## config.mk

```make
export PLATFORM = sky130hd
export DESIGN_NAME = spi_flag_ctrl
export DESIGN_NICKNAME = d
export VERILOG_FILES = /design/src/rtl/spi_flag_ctrl.sv
export SDC_FILE = /design/constraint.sdc
export NUM_CORES = 1
export LEC_CHECK = 0
export BUFFER_PORTS_ARGS = -buffer_cell sky130_fd_sc_hd__buf_2
export CELL_PAD_IN_SITES_DETAIL_PLACEMENT = 1
export CELL_PAD_IN_SITES_GLOBAL_PLACEMENT = 2
export CORE_MARGIN = 3
export CORE_UTILIZATION = 28
export CTS_CLUSTER_DIAMETER = 120
export DETAILED_ROUTE_END_ITERATION = 10
export PLACE_DENSITY = 0.84
export RECOVER_POWER = 50
export SLEW_MARGIN = 20
export SYNTH_ARGS = -nofsm -noshare
export SYNTH_HDL_FRONTEND = slang
export SYNTH_SLANG_ARGS = --single-unit
```

## constraint.sdc

```tcl
create_clock -name clk -period 1.92 [get_ports clk]
set_clock_uncertainty 0.1 [all_clocks]
set_input_delay 0.192 -clock clk [delete_from_list [all_inputs] [get_ports clk]]
set_output_delay 0.192 -clock clk [all_outputs]
set_load 0.01 [all_outputs]
```

## src/rtl/spi_flag_ctrl.sv

```systemverilog
module spi_flag_ctrl #(
  parameter int ADDR_W      = 3,
  parameter int CTRL1_ADDR  = 0,
  parameter int STATUS_ADDR = 3,
  parameter int DATA_ADDR   = 5
) (
  input  logic              clk,
  input  logic              rst_n,
  input  logic              bus_sel,
  input  logic              bus_wr,
  input  logic [ADDR_W-1:0] bus_addr,
  input  logic [7:0]        bus_wdata,
  output logic [7:0]        bus_rdata,
  input  logic              rx_byte_valid,
  input  logic [7:0]        rx_byte,
  input  logic              tx_taken,
  output logic [7:0]        tx_byte,
  input  logic              ss_n,
  input  logic              master_en,
  input  logic              fault_det_en,
  output logic              irq
);
  localparam logic [ADDR_W-1:0] A_CTRL = ADDR_W'(CTRL1_ADDR);
  localparam logic [ADDR_W-1:0] A_STAT = ADDR_W'(STATUS_ADDR);
  localparam logic [ADDR_W-1:0] A_DATA = ADDR_W'(DATA_ADDR);

  logic rx_full, tx_empty, mode_fault;
  logic rx_arm, tx_arm, mf_arm;
  logic [7:0] rx_data;

  wire rd_stat  = bus_sel & ~bus_wr & (bus_addr == A_STAT);
  wire rd_data  = bus_sel & ~bus_wr & (bus_addr == A_DATA);
  wire wr_data  = bus_sel &  bus_wr & (bus_addr == A_DATA);
  wire wr_ctrl  = bus_sel &  bus_wr & (bus_addr == A_CTRL);
  wire fault_now = master_en & fault_det_en & ~ss_n;

  wire rx_clr = rd_data & rx_arm;
  wire tx_clr = wr_data & tx_arm;
  wire mf_clr = wr_ctrl & mf_arm;

  always_comb begin
    bus_rdata = 8'h00;
    if (rd_stat)      bus_rdata = {rx_full, 1'b0, tx_empty, mode_fault, 4'h0};
    else if (rd_data) bus_rdata = rx_data;
  end

  always_ff @(posedge clk or negedge rst_n) begin
    if (!rst_n) begin
      rx_full    <= 1'b0;
      tx_empty   <= 1'b1;
      mode_fault <= 1'b0;
      rx_arm     <= 1'b0;
      tx_arm     <= 1'b0;
      mf_arm     <= 1'b0;
      rx_data    <= 8'h00;
      tx_byte    <= 8'h00;
    end else begin
      if (rx_byte_valid) rx_full <= 1'b1;
      else if (rx_clr)   rx_full <= 1'b0;
      if (tx_taken)      tx_empty <= 1'b1;
      else if (tx_clr)   tx_empty <= 1'b0;
      if (fault_now)     mode_fault <= 1'b1;
      else if (mf_clr)   mode_fault <= 1'b0;

      if (rx_clr)                  rx_arm <= 1'b0;
      else if (rd_stat && rx_full) rx_arm <= 1'b1;
      if (tx_clr)                  tx_arm <= 1'b0;
      else if (rd_stat && tx_empty) tx_arm <= 1'b1;
      if (mf_clr)                  mf_arm <= 1'b0;
      else if (rd_stat && mode_fault) mf_arm <= 1'b1;

      if (rx_byte_valid) rx_data <= rx_byte;
      if (tx_clr)        tx_byte <= bus_wdata;
    end
  end

  assign irq = rx_full | tx_empty | mode_fault;
endmodule


```

==> flow_summary.toml <==
[run_status]
status = "finished, final reports clean"

[synth]
syn_area_um2 = 984.7
synth_xor_area_share_pct = 0
ys_seq_area_share_pct = 56.04
synth_nets = 100
ys_seq_elements = 22
yosys.area.top_type = "dfrtp_1"
synth_adder_area_share_pct = 0
synth_top_family_by_area = "multiplexers"
synth_cell_type_count = 24
synth-compound-area-share_pct = 6.480
synthTopCellsByArea = "dfrtp_1 (53%), mux2_4 (12%), mux2_2 (9.1%)"
postSynthAreaPerCell_um2 = 13.68
synth_simple_gate_area_share_pct = 12.20
ys_warn_count = 0
synth_top_area_share_pct = 53.37
netlist_instances = 72
synthMuxAreaShare_pct = 22.36

[sta]
worstMarginPinSlew_ns = 1.182
drv_slew = 0
final-setup-viol-count = 0
fin_setup_tns_ns = 0
period_share_pct = 82.97
fmax_mhz = 627.7
grt_setup_unrepaired = "false"
finalCriticalPeriod_ns = 1.593
whs_ns = 0.01931
maxSlewHeadroom_pct = 21.22
hold_viol = 0
fin_ws_ns = 0.3270

[hold_path]
worstHoldPathCells = 3
hp-start = "fault_det_en"
min_path_type = "in -> reg"
hold-path-endpoint = "mode_fault"

[worst_setup_path]
reg2reg_depth = 3
cp_data_arrival_time_ns = 1.71
path_buf_inv = 0
critical_path_required_ns = 2.04
path_max_fanout = 10
critPathTopFamily = "simple AND/OR/NAND/NOR gates"
path_class = "reg -> reg"
max_stage_delay_ns = 0.53
reg2reg_slack_ns = 0.33
r2r-end = "tx_byte[7]"
critPathSlowestCell = "and3_1"
critical_path.endpoint_type = "flip-flop"
cpMostUsedCell = "and3_1"
path_cells = "and3_1 > and3_1 > mux2_4"
r2r-start = "tx_arm"
setup.worst_path.start_class = "flip-flop"
startpoint = "tx_arm"

[floorplanning]
die-height_um = 65.30
initial_core_util_pct = 30.74
coreArea_um2 = 3203
num_io_pins = 45
die_w_um = 65.30
die_area_um2 = 4264
rows = 20

[final_layout]
diodes = 0
nets = 160
synthToLayoutAreaGrowth_pct = 45.23
final_layout_size_suffix_gt1_share_pct = 49.62
final_common_cell = "buf_2"
nFillCells = 378
layout_common_cells = "buf_2 (43), dfrtp_1 (21), dlygate4sd3_1 (14), mux2_2 (8), mux2_4 (8)"
seqCellArea_um2 = 551.8
multiInputGateArea_um2 = 404.1

[place]
gp_congestion = 0.7828
dp_slack_ns = 0.2724
port_buffers = 44
dp_hpwl_um = 1766

[cts]
cts_resized = 0
path_clk_slew_ns = 0.13
postCtsSetupBuffers = 0
clkLatencyLatePin_ns = 0.32
cts.htree.levels = 1
clock-sinks = 22
cts_tree = "done"
cts_max_path_buffers = 2
cts_buffers = 3
cts_hold_buf = 14
ctsRootBufferMaster = "clkbuf_4"

[power]
internal_power_mw = 0.9158
power.density_nw_per_um2 = 841.6
pwr-share-seq_pct = 49.3
combPwrFrac_pct = 21.5
swShare_pct = 23.91
switchingPower_mw = 0.2877
p_leak_nw = 0.7297
p_clk_share_pct = 29.2
fin_total_pwr_mw = 1.204
ir_worst_vdd_uv = 411.2

[route]
vias = 797
via_per_inst = 4.554
dr.pass1.iters = 2
wl_um = 2453
dr.first_iter.drc_count = 8
drt-wirelength-per-cell_um = 14.02
drc = 0
ant_nets = 0

[flow_run]
max_cap_viol_count = 0

[grt]
antenna_found_initial = 0
grt_pass1_vias = 874
grtUsageMet2_pct = 23.89
grt-ovfl-total = 0
busiest_layer = "met2"
grt_max_degree = 23
met3_usage_pct = 4.615
grt_pass1_wl_um = 4146
met1_usage_pct = 13.12
track_usage_pct = 12.66
==> stage by stage <==
| stage | cell area [um2] | cells | utilization, % |
|---|---|---|---|
| after floorplan | 984.7 | 72 | - |
| after global placement | 1239 | 157 | 38.67 |
| after detailed placement | 1239 | 157 | 38.67 |
| after CTS | 1431 | 175 | 44.69 |
| after global routing | 1430 | 175 | 44.65 |
| final | 1430 | 175 | 44.65 |
==> sequential cells by signal (all words and copies together) (netlist names) <==
register / cells
mf_arm: 1
mode_fault: 1
rx_arm: 1
rx_data: 8
rx_full: 1
tx_arm: 1
tx_byte: 8
tx_empty: 1
==> cells by family (layout without fill, tap and decap cells) <==
family | Yosys count | in the layout
AOI/OAI and AO/OA | 8 | 8
buffers and inverters | 5 | 64
DFF | 22 | 22
muxes | 17 | 17
and+or+nand+nor | 20 | 20
==> worst register-to-register path, delay by kind of cell, from the launching register on <==
family / cells / cell delay [ns]
flops: 1 / 0.37
mux: 1 / 0.35
simple gates: 2 / 0.68
==> power groups by stage <==
stage / sequential (mW) / clock [mW] / combinational (mW)
3_5_place_dp: 0.598 / 0 / 0.242
6_report: 0.594 / 0.352 / 0.258
3_3_place_gp: 0.596 / 0 / 0.230
5_1_grt: 0.605 / 0.381 / 0.282
2_1_floorplan: 0.611 / 0 / 0.118
4_1_cts: 0.594 / 0.368 / 0.261
==> worst max path at each step <==
stage	endpoint	slack, ns	cells after the start
global route	rx_arm	0.25	2
detailed placement	tx_byte[3]	0.27	4
CTS	tx_byte[7]	0.31	3
finish	tx_byte[7]	0.33	3
global placement	tx_byte[3]	0.35	4
floorplan	tx_byte[0]	0.58	4
==> Yosys cell counts <==
library cell / instances
nand4_1: 2
buf_2: 2
mux2_4: 8
dfrtp_1: 21
mux2_2: 8
buf_6: 1
inv_1: 2
nor2b_1: 2
a22o_1: 2
o2bb2ai_1: 1
or3_1: 1
dfstp_2: 1
and4_1: 1
a41oi_1: 1
a21o_1: 1
and2_1: 5
nand2_1: 1
nor2_1: 3
o21a_1: 1
nor2b_2: 1
and3_1: 4
mux2i_1: 1
a31oi_1: 1
o21bai_1: 1
==> layer usage <==
| metal | part of all wire (%) | vias to the layer above |
|---|---|---|
| li1 | - | 373 |
| met1 | 38 | 393 |
| met2 | 54 | 29 |
| met3 | 7.3 | 2 |
| met4 | 0.29 | 0 |
| met5 | 0 | - |
==> final cells by class <==
cell class	instances	share of cell area, %
Clock buffer	3	1.575
Clock inverter	1	2.100
Inverter	2	0.5249
Multi-Input combinational cell	45	28.26
Sequential cell	22	38.58
Tap cell	44	3.850
Timing Repair Buffer	58	25.11
Power figures use the tool's default switching activity.
